$ cat src/rtl/phy_mgmt_pkg.sv
package phy_mgmt_pkg;

    typedef enum logic [2:0] {
        ACC_RW,
        ACC_RO,
        ACC_WO,
        ACC_UNIMPL,
        ACC_UNMAPPED
    } acc_e;

    typedef enum logic [1:0] {
        LNK_DOWN,
        LNK_ARMED,
        LNK_UP
    } link_e;

    localparam int REG_W    = 16;
    localparam int NUM_RW   = 3;

    localparam int STAT_LINK_BIT = 2;
    localparam int LIVE_BIT      = 10;
    localparam int CTRL_GUARD    = 15;

    localparam logic [REG_W-1:0] STATUS_BASE = 16'h7969;
    localparam logic [REG_W-1:0] ID_VALUE    = 16'h0141;
    localparam logic [REG_W-1:0] PARTNER_VAL = 16'h01E0;
    localparam logic [REG_W-1:0] GIG_CTRL    = 16'h1E00;
    localparam logic [REG_W-1:0] GIG_STATUS  = 16'h3C00;

    localparam logic [4:0]       RW_ADDR  [NUM_RW] = '{5'd0, 5'd4, 5'd16};
    localparam logic [REG_W-1:0] RW_INIT  [NUM_RW] = '{16'h1140, 16'h01E1, 16'h0068};
    localparam bit               RW_GUARD [NUM_RW] = '{1'b1, 1'b0, 1'b0};

endpackage

$ cat src/rtl/phy_mgmt_decode.sv
module phy_mgmt_decode
    import phy_mgmt_pkg::*;
#(
    parameter int ADDR_W = 5
) (
    input  logic [ADDR_W-1:0] addr,
    output acc_e              acc
);

    always_comb begin
        unique case (addr)
            5'd0, 5'd4, 5'd16:
                acc = ACC_RW;
            5'd1, 5'd2, 5'd3, 5'd5, 5'd9, 5'd10, 5'd17:
                acc = ACC_RO;
            5'd29:
                acc = ACC_WO;
            5'd6, 5'd7, 5'd8, 5'd15, 5'd18, 5'd19, 5'd20, 5'd21, 5'd26, 5'd30:
                acc = ACC_UNIMPL;
            default:
                acc = ACC_UNMAPPED;
        endcase
    end

endmodule

$ cat src/rtl/phy_mgmt_link_fsm.sv
module phy_mgmt_link_fsm
    import phy_mgmt_pkg::*;
(
    input  logic clk,
    input  logic rst_n,
    input  logic link_up,
    input  logic status_rd,
    output logic live,
    output logic latched
);

    link_e state_q, state_d;

    always_ff @(posedge clk or negedge rst_n) begin
        if (!rst_n) state_q <= LNK_DOWN;
        else        state_q <= state_d;
    end

    always_comb begin
        state_d = state_q;
        unique case (state_q)
            LNK_DOWN:  if (link_up) state_d = LNK_ARMED;
            LNK_ARMED: begin
                if (!link_up)       state_d = LNK_DOWN;
                else if (status_rd) state_d = LNK_UP;
            end
            LNK_UP:    if (!link_up) state_d = LNK_DOWN;
            default:   state_d = LNK_DOWN;
        endcase
    end

    always_comb begin
        live    = 1'b0;
        latched = 1'b0;
        unique case (state_q)
            LNK_DOWN:  ;
            LNK_ARMED: live = 1'b1;
            LNK_UP: begin
                live    = 1'b1;
                latched = 1'b1;
            end
            default:   ;
        endcase
    end

    p_drop_clears_r8: assert property (@(posedge clk) disable iff (!rst_n)
        !link_up |=> (!latched && !live));

    p_live_tracks_r6: assert property (@(posedge clk) disable iff (!rst_n)
        link_up |=> live);

    p_rise_after_read_r7: assert property (@(posedge clk) disable iff (!rst_n)
        $rose(latched) |-> $past(status_rd));

endmodule

$ cat src/rtl/phy_mgmt_rw_reg.sv
module phy_mgmt_rw_reg #(
    parameter int              ADDR_W    = 5,
    parameter int              DATA_W    = 16,
    parameter logic [ADDR_W-1:0] MY_ADDR = '0,
    parameter logic [DATA_W-1:0] INIT    = '0,
    parameter bit              GUARD_EN  = 1'b0,
    parameter int unsigned     GUARD_BIT = 0
) (
    input  logic              clk,
    input  logic              rst_n,
    input  logic              wr_en,
    input  logic [ADDR_W-1:0] wr_addr,
    input  logic [DATA_W-1:0] wr_data,
    output logic [DATA_W-1:0] q
);

    logic hit, blocked, take;

    assign hit = wr_en && (wr_addr == MY_ADDR);

    generate
        if (GUARD_EN) begin : g_guard
            assign blocked = wr_data[GUARD_BIT];
        end else begin : g_open
            assign blocked = 1'b0;
        end
    endgenerate

    assign take = hit && !blocked;

    always_ff @(posedge clk or negedge rst_n) begin
        if (!rst_n)    q <= INIT;
        else if (take) q <= wr_data;
    end

    p_store_r2: assert property (@(posedge clk) disable iff (!rst_n)
        (wr_en && wr_addr == MY_ADDR && !(GUARD_EN && wr_data[GUARD_BIT]))
        |=> q == $past(wr_data));

    p_hold_r3: assert property (@(posedge clk) disable iff (!rst_n)
        !(wr_en && wr_addr == MY_ADDR && !(GUARD_EN && wr_data[GUARD_BIT]))
        |=> $stable(q));

endmodule

$ cat src/rtl/phy_mgmt_regfile.sv
module phy_mgmt_regfile
    import phy_mgmt_pkg::*;
#(
    parameter int ADDR_W = 5,
    parameter int DATA_W = REG_W
) (
    input  logic              clk,
    input  logic              rst_n,
    input  logic [ADDR_W-1:0] addr,
    input  logic              wr_en,
    input  logic [DATA_W-1:0] wr_data,
    input  logic              rd_en,
    output logic [DATA_W-1:0] rd_data,
    input  logic [DATA_W-1:0] ext_id,
    input  logic              link_up
);

    acc_e              acc;
    logic              live, latched, status_rd, rw_we;
    logic [DATA_W-1:0] rw_q [NUM_RW];

    phy_mgmt_decode #(.ADDR_W(ADDR_W)) u_decode (
        .addr (addr),
        .acc  (acc)
    );

    assign status_rd = rd_en && (addr == 5'd1);
    assign rw_we     = wr_en && (acc == ACC_RW);

    phy_mgmt_link_fsm u_link (
        .clk       (clk),
        .rst_n     (rst_n),
        .link_up   (link_up),
        .status_rd (status_rd),
        .live      (live),
        .latched   (latched)
    );

    for (genvar g = 0; g < NUM_RW; g++) begin : g_rw
        phy_mgmt_rw_reg #(
            .ADDR_W    (ADDR_W),
            .DATA_W    (DATA_W),
            .MY_ADDR   (RW_ADDR[g]),
            .INIT      (RW_INIT[g]),
            .GUARD_EN  (RW_GUARD[g]),
            .GUARD_BIT (CTRL_GUARD)
        ) u_reg (
            .clk     (clk),
            .rst_n   (rst_n),
            .wr_en   (rw_we),
            .wr_addr (addr),
            .wr_data (wr_data),
            .q       (rw_q[g])
        );
    end

    always_comb begin
        rd_data = '0;
        if (acc == ACC_RW || acc == ACC_RO) begin
            case (addr)
                5'd0:    rd_data = rw_q[0];
                5'd1: begin
                    rd_data = STATUS_BASE;
                    rd_data[STAT_LINK_BIT] = latched;
                end
                5'd2:    rd_data = ID_VALUE;
                5'd3:    rd_data = ext_id;
                5'd4:    rd_data = rw_q[1];
                5'd5:    rd_data = PARTNER_VAL;
                5'd9:    rd_data = GIG_CTRL;
                5'd10:   rd_data = GIG_STATUS;
                5'd16:   rd_data = rw_q[2];
                5'd17:   rd_data[LIVE_BIT] = live;
                default: rd_data = '0;
            endcase
        end
    end

    p_dead_reads_zero_r5: assert property (@(posedge clk) disable iff (!rst_n)
        (acc != ACC_RW && acc != ACC_RO) |-> rd_data == '0);

    p_gig_const_r4: assert property (@(posedge clk) disable iff (!rst_n)
        (addr == 5'd10) |-> rd_data == 16'h3C00);

    p_other_read_keeps_r9: assert property (@(posedge clk) disable iff (!rst_n)
        (rd_en && addr != 5'd1 && link_up) |=> $stable(latched));

endmodule

$ cat config.mk
export PLATFORM = sky130hd
export DESIGN_NAME = phy_mgmt_regfile
export DESIGN_NICKNAME = d
export VERILOG_FILES = /design/src/rtl/phy_mgmt_pkg.sv /design/src/rtl/phy_mgmt_decode.sv /design/src/rtl/phy_mgmt_link_fsm.sv /design/src/rtl/phy_mgmt_rw_reg.sv /design/src/rtl/phy_mgmt_regfile.sv
export SDC_FILE = /design/constraint.sdc
export NUM_CORES = 1
export LEC_CHECK = 0
export BUFFER_PORTS_ARGS = -buffer_cell sky130_fd_sc_hd__buf_4
export CORE_MARGIN = 5
export CORE_UTILIZATION = 47
export CTS_BUF_LIST = sky130_fd_sc_hd__clkbuf_16
export DETAILED_ROUTE_END_ITERATION = 12
export PLACE_DENSITY = 0.73
export SYNTH_ARGS = -nofsm -noshare
export SYNTH_HDL_FRONTEND = slang
export SYNTH_SLANG_ARGS = --single-unit
export TNS_END_PERCENT = 20
$ cat constraint.sdc
create_clock -name clk -period 2.8 [get_ports clk]
set_input_delay 0.7 -clock clk [delete_from_list [all_inputs] [get_ports clk]]
set_output_delay 0.7 -clock clk [all_outputs]
set_load 0.05 [all_outputs]
==> results.yml, run 1 <==
global_route:
  grt-ovfl-total: 0
  grtUsageTotal_pct: 23.8
  first_global_vias: 2561
  grt_pass1_wl_mm: 13.9
  grt_max_degree: 51
  antenna_found_initial: 0
timing:
  timing_hold_violations_final: 0
  finalCritPeriodShare_pct: 103
  maxSlewViolCount: 0
  layout_setup_ws_ns: -0.0798
  fin_skew_ns: 0.0000929
  setup_violations: 16
  worstMarginPinSlew_ns: 0.632
  maxSlewHeadroom_pct: 57.8
  fin_crit_ns: 2.88
  holdWs_ns: 0.424
  rsz0062_at_grt: "true"
  fmax_ghz: 0.347
finish:
  layout-drive-gt1-share_pct: 59.7
  diodes: 0
  nNetsFinal: 404
  final_cells: 427
  syn_to_final_growth_pct: 58.8
setup_path:
  path_cells: "buf_8 -> ha_1 -> a211oi_2 -> a31o_2 -> o21ai_2 -> buf_12 -> a41oi_4 -> buf_6"
  crit_type: "in2out"
  max_stage_delay_ns: 0.30
  crit_path_start: "addr[1]"
  start_kind: "primary input"
  worstPathRequired_ns: 2.10
  crit_arrival_ns: 2.18
  end_kind: "output port"
  cp_max_fo: 5
  crit_slowest_cell: "ha_1"
  reg2reg_from: "u_link.state_q[0]$_DFFE_PN0P_"
cts:
  cts_sinks: 50
  worstSkewPairLatency_ns: 0.29
  clockBufferDepth: 2
  cts-root-buf: "clkbuf_16"
  cts_tree: "built"
  htree_levels: 2
  cts_buffers: 5
  path_clk_slew_ns: 0.06
synth:
  synth_cells: 239
  synth_flop_cell: "dfrtp_1"
  async_flop_share_pct: 100
  synth-seq-area-share_pct: 44.2
  synth.distinct_cells: 40
  avgSynthCellArea_sq_um: 12.0
  ys_ff_latch: 50
  syn_area_sq_um: 2860
  ys_warn_count: 0
  syn_nets: 292
  synth_edf_count: 0
floorplanning:
  fp-row-count: 28
  io_pins: 58
  core_area_sq_um: 5920
  start_util_pct: 48.3
  die_h_microns: 88.0
  die_w_microns: 88.0
  die-area_sq_um: 7750
power:
  power.leakage_nw: 2.02
  pwr_density_cell_nw_per_um2: 422
  irDropWorstVdd_mv: 0.349
placed_design:
  hpwl_mm: 6.10
  io_buffers: 57
  place.gp.congestion: 0.959
  placed_cells: 413
routing:
  first_pass_iters: 5
  final_antenna_net_count: 0
  vias: 2465
  via_per_inst: 5.77
  drc: 0
  detail_route.wl_per_cell_microns: 20.8
  first_iter_violations: 150
  wirelength_mm: 8.89
min_path:
  min_path_type: "in2async"
outcome:
  status: "finished with violations"
  failed_checks: "negative setup slack"
flow_run:
  cap_violations: 0
-- flip-flops by register name (all words and copies together) (netlist names) --
signal,flops
g_rw.u_reg.q,48
u_link.state_q,2
-- report_power, final --
part,switching [mW],internal (mW)
Sequential,0.0426,0.787
Combinational,0.192,0.217
Clock,0.260,0.418
Total,0.495,1.42
-- critical path: cells and delay by family --
kind                     cells  cell delay, ns
adder cells (fa/ha/maj)      1            0.30
buffers and inverters        3            0.44
AO/OA/AOI/OAI                4            0.72
-- worst paths after layout --
check                                            endpoint  slack [ns]  cells after the start
setup / recovery                              rd_data[12]       -0.08                      8
hold / removal             g_rw[2].u_reg.q[9]$_DFFE_PN0P_        0.42                      1
setup reg to reg            u_link.state_q[1]$_DFFE_PN0P_        1.40                      5
hold reg to reg            g_rw[2].u_reg.q[4]$_DFFE_PN0P_        0.49                      1
max in group asynchronous  g_rw[2].u_reg.q[7]$_DFFE_PN0P_        1.94                      1
min in group clk           g_rw[2].u_reg.q[4]$_DFFE_PN0P_        0.49                      1
-- logic make-up after synthesis --
family,after synthesis,synth area share (%)
AOI/OAI and AO/OA,58,14.8
DFF,50,44.2
adders and majority gates,11,4.81
buffers and inverters,22,4.16
and+or+nand+nor,48,9.80
muxes,50,22.2
-- placed cells by master (no fill, tap or decap), drive strengths merged, types with 2 or more instances in the layout --
cell	count
o21a	2
inv	8
mux2	48
nand4b	2
clkbuf	6
dfstp	11
a21oi	10
mux2i	2
and4bb	3
nor2	7
a22oi	14
a41oi	6
a31oi	3
dfrtp	39
nor2b	2
a222oi	7
buf	118
ha	11
nor3	2
and2	4
o21ai	8
nand3	3
nand2	21
-- area by class of cell --
| cell class | instances | area, sq um |
|---|---|---|
| clock buffer | 5 | 125 |
| tap | 75 | 93.8 |
| fill | 387 | 1380 |
| inverter | 7 | 36.3 |
| clock inverter | 3 | 41.3 |
| timing repair buffer | 120 | 1130 |
| multi-input combinational | 167 | 1850 |
| sequential | 50 | 1260 |
-- stage by stage --
step                setup TNS [ns]  utilization (%)  instance area (sq um)  setup slack [ns]  power, mW
floorplan                  -0.0770                -                   3130           -0.0257       1.03
global placement             -7.32             68.0                   4030            -0.306       1.19
detailed placement           -9.22             68.0                   4030            -0.308       1.20
CTS                          -1.17             74.1                   4390            -0.108       1.90
global route                 -1.43             76.7                   4540            -0.117       1.99
finish                      -0.887             76.7                   4540           -0.0798       1.92
-- timing repair --
action / in CTS / in global routing
gates cloned: 2 / 1
resized for setup: 44 / 27
setup endpoints to repair: 16 / 16
pin swaps: 7 / 14
hold buffers: 0 / 0
hold endpoints to repair: 0 / 0
setup buffers: 1 / 5
-- cells in the mapped netlist, types with 2 or more instances --
cell      number  area [sq um]
mux2_1        21           236
buf_2          5          25.0
buf_6          4          45.0
and2_1         4          25.0
dfstp_2       11           289
nand3_1        3          15.0
a31oi_1        3          18.8
a222oi_1       7          70.1
inv_1          7          26.3
dfrtp_1       39           976
mux2_2         7          78.8
mux2i_1        2          20.0
a41oi_1        6          52.6
mux2_4        20           300
and4bb_1       3          37.5
o21a_1         2          15.0
a21oi_1       10          50.1
nand2_1       21          78.8
clkbuf_1       6          22.5
nor2b_1        2          12.5
nor2_1         7          26.3
a22oi_1       14           105
ha_1          11           138
o21ai_0        7          35.0
nor3_1         2          10.0
-- per-layer routing --
metal  wire, microns  global-route usage [%]  vias up
li1                -                       -     1123
met1            3640                    30.3     1257
met2            4670                    41.4       73
met3             433                    4.42       12
met4             146                    7.01        0
met5               0                       0        -
Power figures use the tool's default switching activity.
==> inputs of run 2 (changes only) <==
Settings changed: CORE_UTILIZATION 47 to 50, PLACE_DENSITY 0.73 to 0.77, SLEW_MARGIN set to 20.
==> results.yml, run 2 (synthesis results as in run 1) <==
global_route:
  grt-ovfl-total: 0
  antenna_found_initial: 0
  first_global_vias: 2732
  grt_max_degree: 51
  grtUsageTotal_pct: 25.8
  grt_pass1_wl_mm: 14.6
timing:
  layout_setup_ws_ns: -0.0801
  fmax_ghz: 0.347
  rsz0062_at_grt: "true"
  timing_hold_violations_final: 0
  maxSlewHeadroom_pct: 56.9
  finalCritPeriodShare_pct: 103
  worstMarginPinSlew_ns: 0.647
  holdWs_ns: 0.423
  setup_violations: 16
  fin_skew_ns: 0.000155
  maxSlewViolCount: 0
  fin_crit_ns: 2.88
setup_path:
  max_stage_delay_ns: 0.27
  cp_max_fo: 7
  crit_top_cell: "buf_12"
  reg2reg_from: "u_link.state_q[0]$_DFFE_PN0P_"
  worstPathRequired_ns: 2.10
  start_kind: "primary input"
  crit_path_start: "addr[1]"
  ff2ff_setup_slack_ns: 1.42
  crit_slowest_cell: "a31o_2"
  path_cells: "buf_12 -> buf_8 -> ha_4 -> o21bai_1 -> a31o_2 -> o21ai_4 -> buf_12 -> a41oi_4 -> buf_6"
  end_kind: "output port"
  crit_arrival_ns: 2.18
  crit_type: "in2out"
placed_design:
  placed_cells: 403
  place_area_sq_um: 3960
  hpwl_mm: 5.72
  place.gp.congestion: 0.901
  io_buffers: 57
cts:
  worstSkewPairLatency_ns: 0.29
  path_clk_slew_ns: 0.06
  cts_sinks: 50
  cts-root-buf: "clkbuf_16"
  cts_buffers: 5
  cts_tree: "built"
  holdBufCountCts: 0
  clockBufferDepth: 2
  htree_levels: 2
outcome:
  failed_checks: "negative setup slack"
  status: "finished with violations"
finish:
  final_cell_mix: "84 x buf_4, 39 x dfrtp_1, 21 x mux2_4, 21 x mux2_1"
  top_register: "g_rw.u_reg.q"
  largest_reg_flops: 48
  reg_top3: "g_rw.u_reg.q: 48 flops, u_link.state_q: 2 flops"
  final_common_cell: "buf_4"
  layout-drive-gt1-share_pct: 59.1
  final_cell_area_sq_um: 4480
  diodes: 0
  final_cells: 419
  syn_to_final_growth_pct: 56.6
  nNetsFinal: 399
power:
  p_seq_share_pct: 43.1
  irDropWorstVdd_mv: 0.365
  power.leakage_nw: 1.99
  combPwrFrac_pct: 21.2
  switchingPower_mw: 0.502
  sw_frac_of_total_pct: 26.2
  p_int_mw: 1.42
  finalPower_mw: 1.92
  p_clk_share_pct: 35.6
  pwr_density_cell_nw_per_um2: 428
routing:
  final_antenna_net_count: 0
  top_layer_used: "met4"
  dr_wl_met3_microns: 595
  via_per_inst: 6.08
  vias: 2547
  first_pass_iters: 5
  wirelength_mm: 9.09
  wl_met1_mm: 3.59
  dr_wl_met2_mm: 4.61
  detail_route.wl_per_cell_microns: 21.7
  drc: 0
  first_iter_violations: 129
floorplanning:
  core_area_sq_um: 5540
  io_pins: 58
  fp-row-count: 27
  die-area_sq_um: 7330
  die_h_microns: 85.6
  die_w_microns: 85.6
  start_util_pct: 51.6
flow_run:
  cap_violations: 0
min_path:
  min_path_type: "in2async"
run 2: worst paths after layout:
path,end,depth (start not counted)
worst max-delay path,rd_data[0],9
worst min-delay path,g_rw[2].u_reg.q[9]$_DFFE_PN0P_,1
worst max register to register,u_link.state_q[1]$_DFFE_PN0P_,5
worst min register to register,g_rw[2].u_reg.q[4]$_DFFE_PN0P_,1
max in group asynchronous,g_rw[0].u_reg.q[7]$_DFFE_PN0P_,1
min in group clk,g_rw[2].u_reg.q[4]$_DFFE_PN0P_,1
run 2: power by group through the flow:
stage | logic [mW] | registers (mW) | clock network [mW]
2_1_floorplan | 0.203 | 0.825 | 0
3_3_place_gp | 0.340 | 0.833 | 0
3_5_place_dp | 0.348 | 0.838 | 0
4_1_cts | 0.391 | 0.825 | 0.693
5_1_grt | 0.441 | 0.833 | 0.728
6_report | 0.407 | 0.827 | 0.683
run 2: metrics by stage:
| step | TNS [ns] | util [%] | setup slack [ns] |
|---|---|---|---|
| floorplan | -0.0770 | - | -0.0257 |
| global placement | -3.28 | 71.5 | -0.199 |
| detailed placement | -5.11 | 71.5 | -0.225 |
| CTS | -0.0482 | 80.1 | -0.0243 |
| global route | -1.49 | 80.8 | -0.135 |
| finish | -0.658 | 80.8 | -0.0801 |
run 2: timing repair:
| action | 4_1_cts | 5_1_grt |
|---|---|---|
| resized for setup | 63 | 10 |
| buffers inserted | 5 | 1 |
| endpoints found under the setup margin | 16 | 16 |
| gates cloned | 2 | 0 |
| pin swaps | 16 | 9 |
run 2: critical path, delay by kind of cell:
kind | cells | cell delay, ns
compound gates | 4 | 0.71
buf+inv | 4 | 0.59
fa+ha+maj | 1 | 0.17
run 2: cell type report:
cell class                 instances  area (sq um)
multi-input combinational        167          1860
clock inverter                     3          41.3
tap                               72          90.1
fill                             323          1060
inverter                           7          41.3
sequential                        50          1260
timing repair buffer             115          1050
clock buffer                       5           125
run 2: layer usage:
layer / vias up / global-route usage (%)
met5: - / 0
met3: 27 / 6.15
met1: 1287 / 31.2
li1: 1112 / -
met2: 121 / 43.6
met4: 0 / 11.2
==> inputs of run 3 (changes only) <==
Settings changed: ABC_AREA set to 1, CORE_UTILIZATION 50 to 51, SYNTH_HIERARCHICAL set to 1.
==> results.yml, run 3 <==
outcome:
  status: "complete, no violations"
placed_design:
  place.gp.congestion: 0.953
  hpwl_mm: 7.29
  io_buffers: 57
  place_ws_ns: -0.140
cts:
  cts-root-buf: "clkbuf_16"
  cts_sinks: 50
  cts_tree: "built"
  holdBufCountCts: 0
  htree_levels: 2
  cts_buffers: 5
  worstSkewPairLatency_ns: 0.28
  path_clk_slew_ns: 0.06
  clockBufferDepth: 2
routing:
  vias: 3480
  drc: 0
  final_antenna_net_count: 0
  detail_route.wl_per_cell_microns: 16.2
  wirelength_mm: 10.1
  via_per_inst: 5.59
  first_iter_violations: 246
  first_pass_iters: 5
timing:
  setup_violations: 0
  fin_skew_ns: 0.000142
  fin_crit_ns: 2.79
  fin_tns_setup_ns: 0
  maxSlewHeadroom_pct: 58.7
  rsz0062_at_grt: "true"
  worstMarginPinSlew_ns: 0.619
  finalCritPeriodShare_pct: 99.8
  fmax_ghz: 0.358
  maxSlewViolCount: 0
  timing_hold_violations_final: 0
  layout_setup_ws_ns: 0.00613
global_route:
  antenna_found_initial: 0
  grt_pass1_wl_mm: 16.8
  first_global_vias: 3358
  grt-ovfl-total: 0
  grt_max_degree: 51
  grtUsageTotal_pct: 24.5
setup_path:
  reg2reg_from: "u_link/state_q[0]$_DFFE_PN0P_"
  crit_buf_inv: 5
  r2r_cells: 6
  r2r-end: "u_link/state_q[1]$_DFFE_PN0P_"
  ff2ff_setup_slack_ns: 1.71
  worstPathRequired_ns: 2.10
  crit_arrival_ns: 2.09
  path_cells: "buf_12 -> inv_8 -> ha_4 -> inv_2 -> nand3_2 -> nand4_1 -> nand2_1 -> or2_4 -> buf_12 -> nor2_4 -> buf_8"
  crit_family: "simple AND/OR/NAND/NOR gates"
  end_kind: "output port"
  cp_max_fo: 8
  max_stage_delay_ns: 0.30
  crit_top_cell: "buf_12"
  crit_type: "in2out"
  crit_slowest_cell: "or2_4"
  start_kind: "primary input"
floorplanning:
  core_area_sq_um: 6390
  fp-row-count: 29
  io_pins: 58
  die-area_sq_um: 8320
  start_util_pct: 52.7
  die_w_microns: 91.2
  die_h_microns: 91.2
min_path:
  min_path_type: "in2async"
synth:
  synth_most_common_cell: "nand2_1"
  ys_ff_latch: 50
  synth.area.top_cells: "dfrtp_1 29%, nand2_1 19%, nand4_1 9.5%"
  ys_top_cells_by_count: "170 x nand2_1, 51 x nand4_1, 42 x nor2_1"
  ys_warn_count: 6
  syn_nets: 519
  synth_edf_count: 0
  synth.distinct_cells: 27
  synth_flop_cell: "dfrtp_1"
  syn_area_sq_um: 3360
  synth_top_area_share_pct: 29.0
  synth_cells: 466
  synth-seq-area-share_pct: 37.6
  yosys.area.top_type: "dfrtp_1"
  avgSynthCellArea_sq_um: 7.22
  async_flop_share_pct: 100
power:
  pwr_density_cell_nw_per_um2: 441
  irDropWorstVdd_mv: 0.441
  power.leakage_nw: 2.28
  finalPower_mw: 1.97
finish:
  layout-drive-gt1-share_pct: 30.5
  final_common_cell: "nand2_1"
  seqCellArea_sq_um: 1260
  nNetsFinal: 597
  fin_util_pct: 69.9
  final_cell_mix: "169 x nand2_1, 71 x buf_4, 51 x nand4_1"
  top_register: "g_rw.u_reg/q"
  multi_input_area_sq_um: 1970
  nFillCells: 498
  reg_top3: "g_rw.u_reg/q: 48 flops, u_link/state_q: 2 flops"
  diodes: 0
  largest_reg_flops: 48
  syn_to_final_growth_pct: 32.8
flow_run:
  cap_violations: 0
[run 3: changes by cell type in the layout (fill, tap and decap cells not counted), moves of 13 or more]
cell and change:
mux2_4 -21, a22oi_1 -13, nor2_1 +25, buf_4 -13
mux2_1 -21, nor2_4 +23, nand2_1 +149, nand3_1 +32
nand4_1 +51, inv_1 +24
[run 3: area by class of cell]
| type | count | area share, % |
|---|---|---|
| Clock buffer | 5 | 2.80 |
| Clock inverter | 3 | 0.841 |
| Inverter | 38 | 3.53 |
| Multi-Input combinational cell | 358 | 44.0 |
| Sequential cell | 50 | 28.3 |
| Tap cell | 77 | 2.16 |
| Timing Repair Buffer | 91 | 18.3 |
[run 3: where the power goes]
group          internal [mW]  switching [mW]  total (mW)
clock network          0.415           0.250       0.666
logic                  0.182           0.275       0.458
registers              0.802          0.0439       0.846
[run 3: worst max-delay path by stage]
stage          startpoint          end  cells after the start
5_1_grt           addr[2]   rd_data[8]                     10
6_report          addr[0]   rd_data[3]                     11
3_3_place_gp      addr[1]   rd_data[3]                     12
2_1_floorplan     addr[0]  rd_data[13]                     11
4_1_cts           addr[1]   rd_data[3]                     12
3_5_place_dp      addr[1]   rd_data[3]                     11
[run 3: logic make-up (layout without fill, tap and decap cells)]
group                      after synthesis  count (layout)  synth area share, %
DFF                                     50              50                 37.6
buffers and inverters                   58             137                 8.74
and+or+nand+nor                        326             326                 46.0
adders and majority gates               11              11                 4.09
AOI/OAI and AO/OA                       21              21                 3.57
[run 3: what timing repair did]
action | CTS | global route
gates resized for setup | 31 | 12
pin swaps | 3 | 10
setup endpoints to repair | 16 | 15
buffers inserted | 0 | 1
[run 3: worst reg2reg max path: cells and delay by family, from the launching register on]
kind	cells	cell delay, ns
buf+inv	1	0.08
fa+ha+maj	1	0.22
simple gates	4	0.32
flops	1	0.37
[run 3: routing by layer]
| layer | global-route usage, % | wire length (microns) |
|---|---|---|
| met1 | 34.8 | 4460 |
| met2 | 39.3 | 4800 |
| met3 | 3.39 | 689 |
| met4 | 6.72 | 115 |
| met5 | 0 | 0 |
[run 3: stage by stage]
step,area (sq um),std cells,hold WS (ns)
6_report,4470,622,0.427
5_1_grt,4470,622,0.470
4_1_cts,4420,621,0.445
3_5_place_dp,4130,613,0.455
3_3_place_gp,4130,613,0.452
2_1_floorplan,3490,466,0.404
